--- config.mk ---
export PLATFORM = sky130hd
export DESIGN_NAME = icap_unit
export DESIGN_NICKNAME = d
export VERILOG_FILES = /design/src/rtl/icap_pkg.sv /design/src/rtl/icap_sync.sv /design/src/rtl/icap_filter.sv /design/src/rtl/icap_edge.sv /design/src/rtl/icap_unit.sv
export SDC_FILE = /design/constraint.sdc
export NUM_CORES = 1
export LEC_CHECK = 0
export ABC_CLOCK_PERIOD_IN_PS = 4000
export BUFFER_PORTS_ARGS = -buffer_cell sky130_fd_sc_hd__clkbuf_2
export CAP_MARGIN = 40
export CELL_PAD_IN_SITES_DETAIL_PLACEMENT = 2
export CELL_PAD_IN_SITES_GLOBAL_PLACEMENT = 2
export CORE_AREA = 3 3 58 60
export CTS_CLUSTER_SIZE = 28
export DETAILED_ROUTE_END_ITERATION = 10
export DIE_AREA = 0 0 61 63
export GPL_TIMING_DRIVEN = 0
export PLACE_DENSITY = 0.9
export SYNTH_ARGS = -nofsm -noshare
export SYNTH_HDL_FRONTEND = slang
export SYNTH_SLANG_ARGS = --single-unit
--- constraint.sdc ---
create_clock -name clk_i -period 4 [get_ports clk_i]
set_input_delay 0.8 -clock clk_i [delete_from_list [all_inputs] [get_ports clk_i]]
set_output_delay 0.8 -clock clk_i [all_outputs]
set_load 0.02 [all_outputs]
--- src/rtl/icap_pkg.sv ---
package icap_pkg;
  localparam int unsigned CNT_W_DEF   = 16;
  localparam int unsigned SYNC_DEF    = 2;
  localparam int unsigned FILT_LEN_DEF = 4;

  typedef enum logic {
    EDGE_FALL = 1'b0,
    EDGE_RISE = 1'b1
  } edge_sel_e;
endpackage

--- src/rtl/icap_sync.sv ---
module icap_sync #(
  parameter int unsigned STAGES = 2
) (
  input  logic clk_i,
  input  logic rst_ni,
  input  logic d_i,
  output logic q_o
);
  logic [STAGES-1:0] chain_q;

  generate
    for (genvar g = 0; g < STAGES; g++) begin : g_stage
      always_ff @(posedge clk_i or negedge rst_ni) begin
        if (!rst_ni) chain_q[g] <= 1'b0;
        else if (g == 0) chain_q[g] <= d_i;
        else chain_q[g] <= chain_q[(g == 0) ? 0 : g-1];
      end
    end
  endgenerate

  assign q_o = chain_q[STAGES-1];
endmodule

--- src/rtl/icap_filter.sv ---
module icap_filter #(
  parameter int unsigned LEN = 4
) (
  input  logic clk_i,
  input  logic rst_ni,
  input  logic d_i,
  output logic q_o
);
  localparam int unsigned HW = LEN - 1;

  logic [HW-1:0] hist_q;
  logic          lvl_q;
  logic          all_hi, all_lo;

  always_ff @(posedge clk_i or negedge rst_ni) begin
    if (!rst_ni) hist_q <= '0;
    else if (HW == 1) hist_q <= d_i;
    else hist_q <= {hist_q[HW-2:0], d_i};
  end

  // current sample plus LEN-1 stored samples must agree
  assign all_hi = d_i & (&hist_q);
  assign all_lo = ~d_i & ~(|hist_q);

  always_ff @(posedge clk_i or negedge rst_ni) begin
    if (!rst_ni) lvl_q <= 1'b0;
    else if (all_hi) lvl_q <= 1'b1;
    else if (all_lo) lvl_q <= 1'b0;
  end

  assign q_o = lvl_q;
endmodule

--- src/rtl/icap_edge.sv ---
module icap_edge
  import icap_pkg::*;
(
  input  logic      clk_i,
  input  logic      rst_ni,
  input  logic      lvl_i,
  input  edge_sel_e sel_i,
  output logic      hit_o
);
  logic prev_q;

  always_ff @(posedge clk_i or negedge rst_ni) begin
    if (!rst_ni) prev_q <= 1'b0;
    else prev_q <= lvl_i;
  end

  // direction taken from the level itself, so a select change alone cannot fire
  always_comb begin
    unique case (sel_i)
      EDGE_RISE: hit_o = lvl_i & ~prev_q;
      default:   hit_o = ~lvl_i & prev_q;
    endcase
  end
endmodule

--- src/rtl/icap_unit.sv ---
module icap_unit
  import icap_pkg::*;
#(
  parameter int unsigned CNT_W    = CNT_W_DEF,
  parameter int unsigned SYNC     = SYNC_DEF,
  parameter int unsigned FILT_LEN = FILT_LEN_DEF
) (
  input  logic             clk_i,
  input  logic             rst_ni,
  input  logic             pin_i,
  input  logic [CNT_W-1:0] count_i,
  input  logic             filt_en_i,
  input  logic             edge_rise_i,
  input  logic             irq_en_i,
  input  logic             flag_clr_i,
  input  logic             cap_is_top_i,
  output logic [CNT_W-1:0] cap_o,
  output logic             flag_o,
  output logic             irq_o
);
  logic             pin_s;
  logic             pin_f;
  logic             lvl;
  logic             hit;
  logic             cap_ev;
  logic [CNT_W-1:0] cap_q;
  logic             flag_q;
  edge_sel_e        sel;

  icap_sync #(.STAGES(SYNC)) u_sync (
    .clk_i (clk_i),
    .rst_ni(rst_ni),
    .d_i   (pin_i),
    .q_o   (pin_s)
  );

  icap_filter #(.LEN(FILT_LEN)) u_filt (
    .clk_i (clk_i),
    .rst_ni(rst_ni),
    .d_i   (pin_s),
    .q_o   (pin_f)
  );

  assign lvl = filt_en_i ? pin_f : pin_s;
  assign sel = edge_sel_e'(edge_rise_i);

  icap_edge u_edge (
    .clk_i (clk_i),
    .rst_ni(rst_ni),
    .lvl_i (lvl),
    .sel_i (sel),
    .hit_o (hit)
  );

  assign cap_ev = hit & ~cap_is_top_i;

  always_ff @(posedge clk_i or negedge rst_ni) begin
    if (!rst_ni) cap_q <= '0;
    else if (cap_ev) cap_q <= count_i;
  end

  // capture outranks clear
  always_ff @(posedge clk_i or negedge rst_ni) begin
    if (!rst_ni) flag_q <= 1'b0;
    else if (cap_ev) flag_q <= 1'b1;
    else if (flag_clr_i) flag_q <= 1'b0;
  end

  assign cap_o  = cap_q;
  assign flag_o = flag_q;
  assign irq_o  = flag_q & irq_en_i;
endmodule

Word level (Yosys, flattened, before mapping)
Cells that the tools add are included.
{ "op_classes": {"n_mux": 6, "n_bitwise": 11, "n_reduce_logical": 4} }
{ "op_table": {"columns": ["operator", "count"], "rows": [
  ["$and 1x1->1", 6],
  ["$mux 1", 6],
  ["$not 1->1", 5],
  ["$reduce_bool 2->1", 2],
  ["$reduce_and 3->1", 1],
  ["$reduce_or 3->1", 1]
]} }
{ "totals": {"input_bits": 24, "ff_bits": 24} }

Longest topological paths before layout
Gate-level depths: netlist of run 1.
{ "depth": {"ltp_word": 6, "depth_mapped": 4, "depth_no_buf": 3} }

Modules after synthesis
Synthesis of run 1 repeated with hierarchy kept, for this count alone.
{ "hier_totals": {"cells_unflattened": 53, "area_unflattened_um2": 938.4} }
{ "modules_own_cells": {"columns": ["module", "instances", "seq_area_each_um2", "area_per_inst_um2", "cells_per_inst"], "rows": [
  ["icap_unit", 1, 425.4, 714.4, 40],
  ["icap_filter", 1, 100.1, 126.4, 7],
  ["icap_sync", 1, 50.0, 50.0, 2],
  ["icap_edge", 1, 25.0, 47.5, 4]
]} }

Worst setup path after synthesis of run 1
No wires, ideal clock.
{ "synth_timing": {"path_kind": "input-to-reg", "from": "input port filt_en_i", "to": "register cap_q[10], in the netlist cap_o[10]", "setup_slack_ps": 1996, "path_stages": 4, "setup_time_ps": 125, "n_path_buf": 1, "arrival_time_ps": 1879, "t_required_ps": 3875, "cell_sequence": "mux2_4 > mux2i_4 > buf_12 > mux2_4"} }
{ "synth_via": {"elab_chain_cells": 5, "elab_cells_between_ends": 6} }
{ "synth_lines": {"columns": ["element", "line", "source"], "rows": [
  ["start: declaration", "icap_unit.sv:12", "input logic filt_en_i,"],
  ["$mux 1 (*)", "icap_unit.sv:44", "assign lvl = filt_en_i ? pin_f : pin_s;"],
  ["$not 1->1", "icap_edge.sv:21", "default: hit_o = ~lvl_i & prev_q;"],
  ["$and 1x1->1", "icap_edge.sv:21", null],
  ["$mux 1 (*)", "icap_edge.sv:19", "unique case (sel_i)"],
  ["$and 1x1->1 (*)", "icap_unit.sv:55", "assign cap_ev = hit & ~cap_is_top_i;"],
  ["end signal: assignment", "icap_unit.sv:59", "else if (cap_ev) cap_q <= count_i;"],
  ["end: declaration", "icap_unit.sv:26", "logic [CNT_W-1:0] cap_q;"]
]} }
Every way passes the cells marked *; elsewhere a longest branch is shown, timed or not.
A chain may end at the register's enable or synchronous reset.

Worst setup path in the final report of run 1
{ "layout_timing": {"from": "input port irq_en_i", "to": "output port irq_o"} }
{ "layout_via": {"elab_chain_cells": 1} }
{ "layout_lines": {"columns": ["element", "line", "source"], "rows": [
  ["start: declaration", "icap_unit.sv:14", "input logic irq_en_i,"],
  ["$and 1x1->1", "icap_unit.sv:71", "assign irq_o = flag_q & irq_en_i;"],
  ["end: declaration", "icap_unit.sv:19", "output logic irq_o"]
]} }
No other way between the ends.

==> reports/qor.yml, run 1 <==
status:
  run_status: "completed"
placed_design:
  placed_area_mm2: 0.00117
  hpwl_um: 1590
  gp_congestion: 0.638
  dp.cells: 126
  portBuffers: 41
floorplanning:
  core_mm2: 0.00298
  die_w_um: 61
  die_area_mm2: 0.00384
  num_rows: 20
  boundaryPins: 42
  die_h_um: 63
  start_util: 0.310
sta:
  hold_viol: 0
  post-route-min-period_ns: 1.94
  drv_slew: 0
  tightest_slew_ns: 0.600
  max_freq_mhz: 515
  slew_headroom: 0.600
  fin_worst_skew_ns: 0.00675
  rsz0062_at_grt: "false"
  finalSetupViolCount: 0
  finalCritPeriodShare: 0.486
  timing.setup.tns_ns: 0
synth:
  synthArstFlopShare: 1.00
  ys_seq_area_frac: 0.650
  synth_commonest_cells: "dfrtp_1, mux2_4, mux2_2"
  synth-compound-area-share: 0.0176
  yosys_warnings: 0
  synth_mux_area_frac: 0.272
  syn_area_um2: 923
  synth_top_family_by_area: "multiplexers"
  synth_nets: 76
  yosys.area_share.simple: 0.0339
  yosys.cell_count.top_type: "dfrtp_1"
  synth-edff-count: 0
  synthTopCellsByArea: "dfrtp_1, mux2_4, mux2_2"
  synth_area_per_cell_um2: 17.8
  synth.ff_latch_count: 24
  synth_top_area_share: 0.650
  synthAdderAreaFrac: 0
  synth_xor_area_frac: 0
  synth_top_cell_by_area: "dfrtp_1"
  synth_cell_type_count: 13
  syn_inst: 52
  synth_top_flop_cell: "dfrtp_1"
clock_tree:
  cts_tree: "done"
  insertion_delay_ns: 0.30
  clk_pin_slew_ns: 0.12
  cts_root_buffer: "clkbuf_4"
  clock_path_buffers: 2
  cts_made_buffers: 3
  cts_resized: 0
  numClockSinks: 24
  cts_hold_buf: 0
  post_cts_buffers: 0
  cts-htree-levels: 1
global_routing:
  grt_antenna_before_repair: 0
  grt_pass1_wl_um: 3240
  grt_max_degree: 25
  overflow: 0
  grt.total_usage: 0.111
  grt_pass1_vias: 709
critical_path:
  r2r_cells: 4
  crit_path_start_kind: "input port"
  r2r_end: "cap_o[12]"
  path_class: "in -> out"
  regToRegStartpoint: "u_sync.q_o"
  critPathMaxFanout: 1
  startpoint: "irq_en_i"
  crit_end: "irq_o"
  endpoint_kind: "primary output"
  required_ns: 3.20
  r2r_slack_ns: 2.31
  arrival_ns: 1.14
routing:
  wire_per_inst_um: 15.3
  num_vias: 608
  drc_errors: 0
  antenna_left: 0
  first_iter_violations: 4
  drt-pass1-iter-count: 2
  vias_per_cell: 4.68
  routed_wl_um: 1990
power_and_ir_drop:
  vdd_ir_drop_max_v: 0.000150
  leakage_nw: 0.631
  totalPowerFinal_uw: 674
  powerDensity_mw_per_mm2: 558
worst_hold_path:
  hold_class: "reg -> reg"
finish:
  layout-drive-gt1-share: 0.660
  multiInputGateArea_um2: 299
  regArea_um2: 601
  nNetsFinal: 122
  n_fill_cell: 298
  final_cells: 130
  area_growth_pct: 30.6
  design_area_mm2: 0.00121
  diodes: 0
flow_run:
  maxCapViolations: 0
==> cells by family (layout without fill, tap and decap cells) <==
kind of cell,Yosys count,after routing
buf+inv,2,47
flops,24,24
compound gates,3,3
simple gates,5,5
mux,18,18
==> through the flow <==
stage | utilization | setup WS [ns] | hold slack, ns
after floorplan | - | 2.00 | 0.331
after global placement | 0.393 | 1.80 | 0.335
after detailed placement | 0.393 | 1.77 | 0.377
after CTS | 0.405 | 2.05 | 0.411
after global routing | 0.405 | 2.04 | 0.420
final | 0.405 | 2.06 | 0.404
==> how the worst min path moves through the flow <==
stage / depth (start not counted) / slack, ns / to / startpoint
finish: 0 / 0.40 / u_filt.hist_q[2] / u_filt.hist_q[1]
detailed placement: 0 / 0.38 / u_sync.q_o / u_sync.chain_q[0]
global placement: 0 / 0.34 / u_sync.q_o / u_sync.chain_q[0]
CTS: 0 / 0.41 / u_filt.hist_q[2] / u_filt.hist_q[1]
floorplan: 0 / 0.33 / u_sync.q_o / u_sync.chain_q[0]
global route: 0 / 0.42 / u_sync.q_o / u_sync.chain_q[0]
==> final cells by class <==
type	count	share of cell area
buffer	1	0.0166
clock buffer	4	0.0301
inverter	1	0.00311
multi-input combinational	26	0.248
sequential	24	0.498
tap	33	0.0342
timing repair buffer	41	0.170
==> worst max-delay path, cell delays in order <==
cell and delay, ns:
clkbuf_2 0.07, and2_1 0.12, clkbuf_2 0.15
==> cell usage in the layout (no fill, tap or decap) <==
cell type  count
a21oi_1        1
a31oi_1        1
and2_1         1
buf_12         1
clkbuf_2      41
clkbuf_4       3
clkbuf_8       1
dfrtp_1       24
inv_1          1
mux2_2         7
mux2_4        10
mux2i_4        1
nor2_1         1
nor3b_1        2
o21ai_0        1
or3_1          1
==> registers in the layout (all words and copies together), names as in the netlist <==
register and count:
u_filt.hist_q 3, u_edge.prev_q 1, u_filt.q_o 1, cap_o 16, u_sync.q_o 1, flag_o 1
u_sync.chain_q 1
==> layer usage <==
layer | vias up | wire [µm] | global-route usage | share of wire
met4 | 0 | 8 | 0.0163 | 0.0040
li1 | 273 | - | - | -
met5 | - | 0 | 0 | 0
met2 | 22 | 1120 | 0.210 | 0.56
met3 | 2 | 131 | 0.0331 | 0.066
met1 | 311 | 728 | 0.118 | 0.37
==> report_power, final <==
| part | internal (mW) | leakage, nW | switching, mW |
|---|---|---|---|
| sequential | 0.298 | 0.287 | 0.0308 |
| combinational | 0.104 | 0.324 | 0.117 |
| clock | 0.0554 | 0.0210 | 0.0691 |
| total | 0.457 | 0.631 | 0.217 |
Note: power is estimated with default switching activity, not from simulation.
==> inputs of run 2 (changes only) <==
ABC_CLOCK_PERIOD_IN_PS = 1700   (was 4000)
CORE_AREA = 3 3 64 66   (was 3 3 58 60)
DIE_AREA = 0 0 67 69   (was 0 0 61 63)
PLACE_DENSITY = 0.8   (was 0.9)
clock period = 1.7 ns   (was 4 ns; I/O delays follow)
==> run 2 against run 1 <==
- sequential power rose by 140%
- total power up 150%
- clock power rose to 3.0 times the previous value
- via count decreased by 3.0%
- worst hold slack lost 0.33 ns
- combinational power rose by 140%
- non-clock buffer count increased by 2
- cell area up 4.4%
- die area is 20% higher
- clock-buffer cell count stayed put
- sequential share of layout area shrank 2.1 points
- largest cell class unchanged
==> reports/qor.yml, run 2 (synthesis gave the netlist of run 1 again) <==
power_and_ir_drop:
  powerDensity_mw_per_mm2: 1330  # +140%
  leakage_nw: 0.648  # +2.6%
  vdd_ir_drop_max_v: 0.000323  # +120%
floorplanning:
  die_area_mm2: 0.00462  # +20%
  die_w_um: 67  # +9.8%
  num_rows: 22  # +10%
  die_h_um: 69  # +9.5%
  core_mm2: 0.00363  # +22%
  boundaryPins: 42  # unchanged
  start_util: 0.254  # -0.0560
critical_path:
  required_ns: 1.85  # -1.35 ns
  crit_path_top_delay_cell: "dfrtp_1"
  endpoint_kind: "flop"
  regToRegStartpoint: "u_sync.q_o"
  path_class: "reg -> reg"
  arrival_ns: 1.73  # +0.59 ns
  critical_path.max_stage_delay_ns: 0.41  # +0.26 ns
  critPathMaxFanout: 5  # +4
  cp.buffers_inverters: 1  # -1
  crit_path_start_kind: "flop"
  critPathTopFamily: "multiplexers"
  r2r_slack_ns: 0.12  # -2.19 ns
  cp_cell_sequence: "mux2_4, mux2i_4, buf_4, mux2_2"
  startpoint: "u_sync.q_o"
finish:
  nNetsFinal: 124  # +1.6%
  final_cell_mix: "clkbuf_2, dfrtp_1, mux2_4, mux2_2, clkbuf_8"
  largest_reg_flops: 16  # unchanged
  area_growth_pct: 36.3
  diodes: 0  # unchanged
  final_cells: 147  # +13%
  utilization: 0.346  # -0.0586
  multiInputGateArea_um2: 299  # unchanged
  final_common_cell: "clkbuf_2"
  regArea_um2: 601  # unchanged
  n_fill_cell: 395  # +33%
  layout-drive-gt1-share: 0.667  # +0.00687
sta:
  slew_headroom: 0.602  # +0.00225
  rsz0062_at_grt: "false"
  fin_worst_skew_ns: 0.000977  # -0.00578 ns
  finalSetupViolCount: 0  # unchanged
  drv_slew: 0  # unchanged
  max_freq_mhz: 632
  tightest_slew_ns: 0.597  # -0.00338 ns
  finalCritPeriodShare: 0.931
  post-route-min-period_ns: 1.58
  timing.setup.tns_ns: 0  # unchanged
  hold_viol: 0  # unchanged
routing:
  num_vias: 590  # -3.0%
  drt-pass1-iter-count: 2  # unchanged
  wire_per_inst_um: 13.6  # -11%
  drc_errors: 0  # unchanged
  first_iter_violations: 10  # +6
  routed_wl_um: 2000  # +0.70%
  antenna_left: 0  # unchanged
  vias_per_cell: 4.01  # -14%
global_routing:
  grt.total_usage: 0.0939  # -0.0171
  overflow: 0  # unchanged
  use_met2: 0.164  # -0.0461
  grt_pass1_vias: 701  # -1.1%
  grt_max_degree: 25  # unchanged
  met1_usage: 0.113  # -0.00520
  grt_use_met3: 0.0147  # -0.0184
  grt_pass1_wl_um: 3310  # +2.3%
  top_usage_layer: "met2"
  grt_antenna_before_repair: 0  # unchanged
placed_design:
  dp.cells: 141  # +12%
  gp_congestion: 0.618  # -3.2%
  portBuffers: 41  # unchanged
  hpwl_um: 1640  # +2.7%
clock_tree:
  cts_tree: "done"
  numClockSinks: 24  # unchanged
  clock_path_buffers: 2  # unchanged
  cts_made_buffers: 3  # unchanged
  cts_resized: 0  # unchanged
  cts-htree-levels: 1  # unchanged
  cts_root_buffer: "clkbuf_8"
  insertion_delay_ns: 0.26  # -0.04 ns
  clk_pin_slew_ns: 0.08  # -0.04 ns
worst_hold_path:
  hold_class: "in -> async"
status:
  run_status: "completed"
flow_run:
  maxCapViolations: 0  # unchanged
## run 2: cell types whose count changed in the layout (fill, tap and decap cells not counted)
cell and delta:
clkbuf_4 -3, clkbuf_8 +3, buf_4 +2
## run 2: cell type report
| class | instances | share of cell area |
|---|---|---|
| inverter | 1 | 0.00298 |
| tap | 48 | 0.0477 |
| timing repair buffer | 43 | 0.175 |
| buffer | 1 | 0.0159 |
| multi-input combinational | 26 | 0.238 |
| sequential | 24 | 0.477 |
| clock buffer | 4 | 0.0437 |
## run 2: path summary, 6_finish.rpt
path                                endpoint  depth (start not counted)
setup / recovery                    cap_o[0]                          4
hold / removal                      cap_o[8]                          1
setup reg to reg                    cap_o[0]                          4
hold reg to reg                   u_sync.q_o                          0
max in group asynchronous          cap_o[10]                          1
min in group clk_i         u_sync.chain_q[0]                          1
## run 2: repair_timing
action | 4_1_cts | 5_1_grt
endpoints found under the hold margin | 0 | 0
hold buffers | 0 | 0
setup buffers | 2 | 0
endpoints found under the setup margin | 9 | 0
## run 2: metal layers
layer	up-vias	part of all wire
li1	273	-
met1	291	0.40
met2	24	0.54
met3	2	0.058
met4	0	0.0060
met5	-	0
## run 2: worst reg2reg max path, stage by stage, from the launching register on
cell and delay, ns:
dfrtp_1 0.41, mux2_4 0.31, mux2i_4 0.23, buf_4 0.18, mux2_2 0.33
## run 2: through the flow
| stage | hold slack [ns] | setup slack, ns | area, µm² | total power [mW] |
|---|---|---|---|---|
| after floorplan | 0.0444 | 0.137 | 923 | 1.11 |
| after global placement | 0.336 | -0.0442 | 1190 | 1.30 |
| after detailed placement | 0.338 | -0.0690 | 1190 | 1.32 |
| after CTS | 0.0866 | 0.106 | 1260 | 1.71 |
| after global routing | 0.115 | 0.0450 | 1260 | 1.78 |
| final | 0.0733 | 0.118 | 1260 | 1.67 |
## run 2: where the power goes
group | internal, mW | switching (mW) | leakage [nW]
combinational | 0.248 | 0.274 | 0.332
clock | 0.206 | 0.169 | 0.0288
sequential | 0.701 | 0.0761 | 0.287
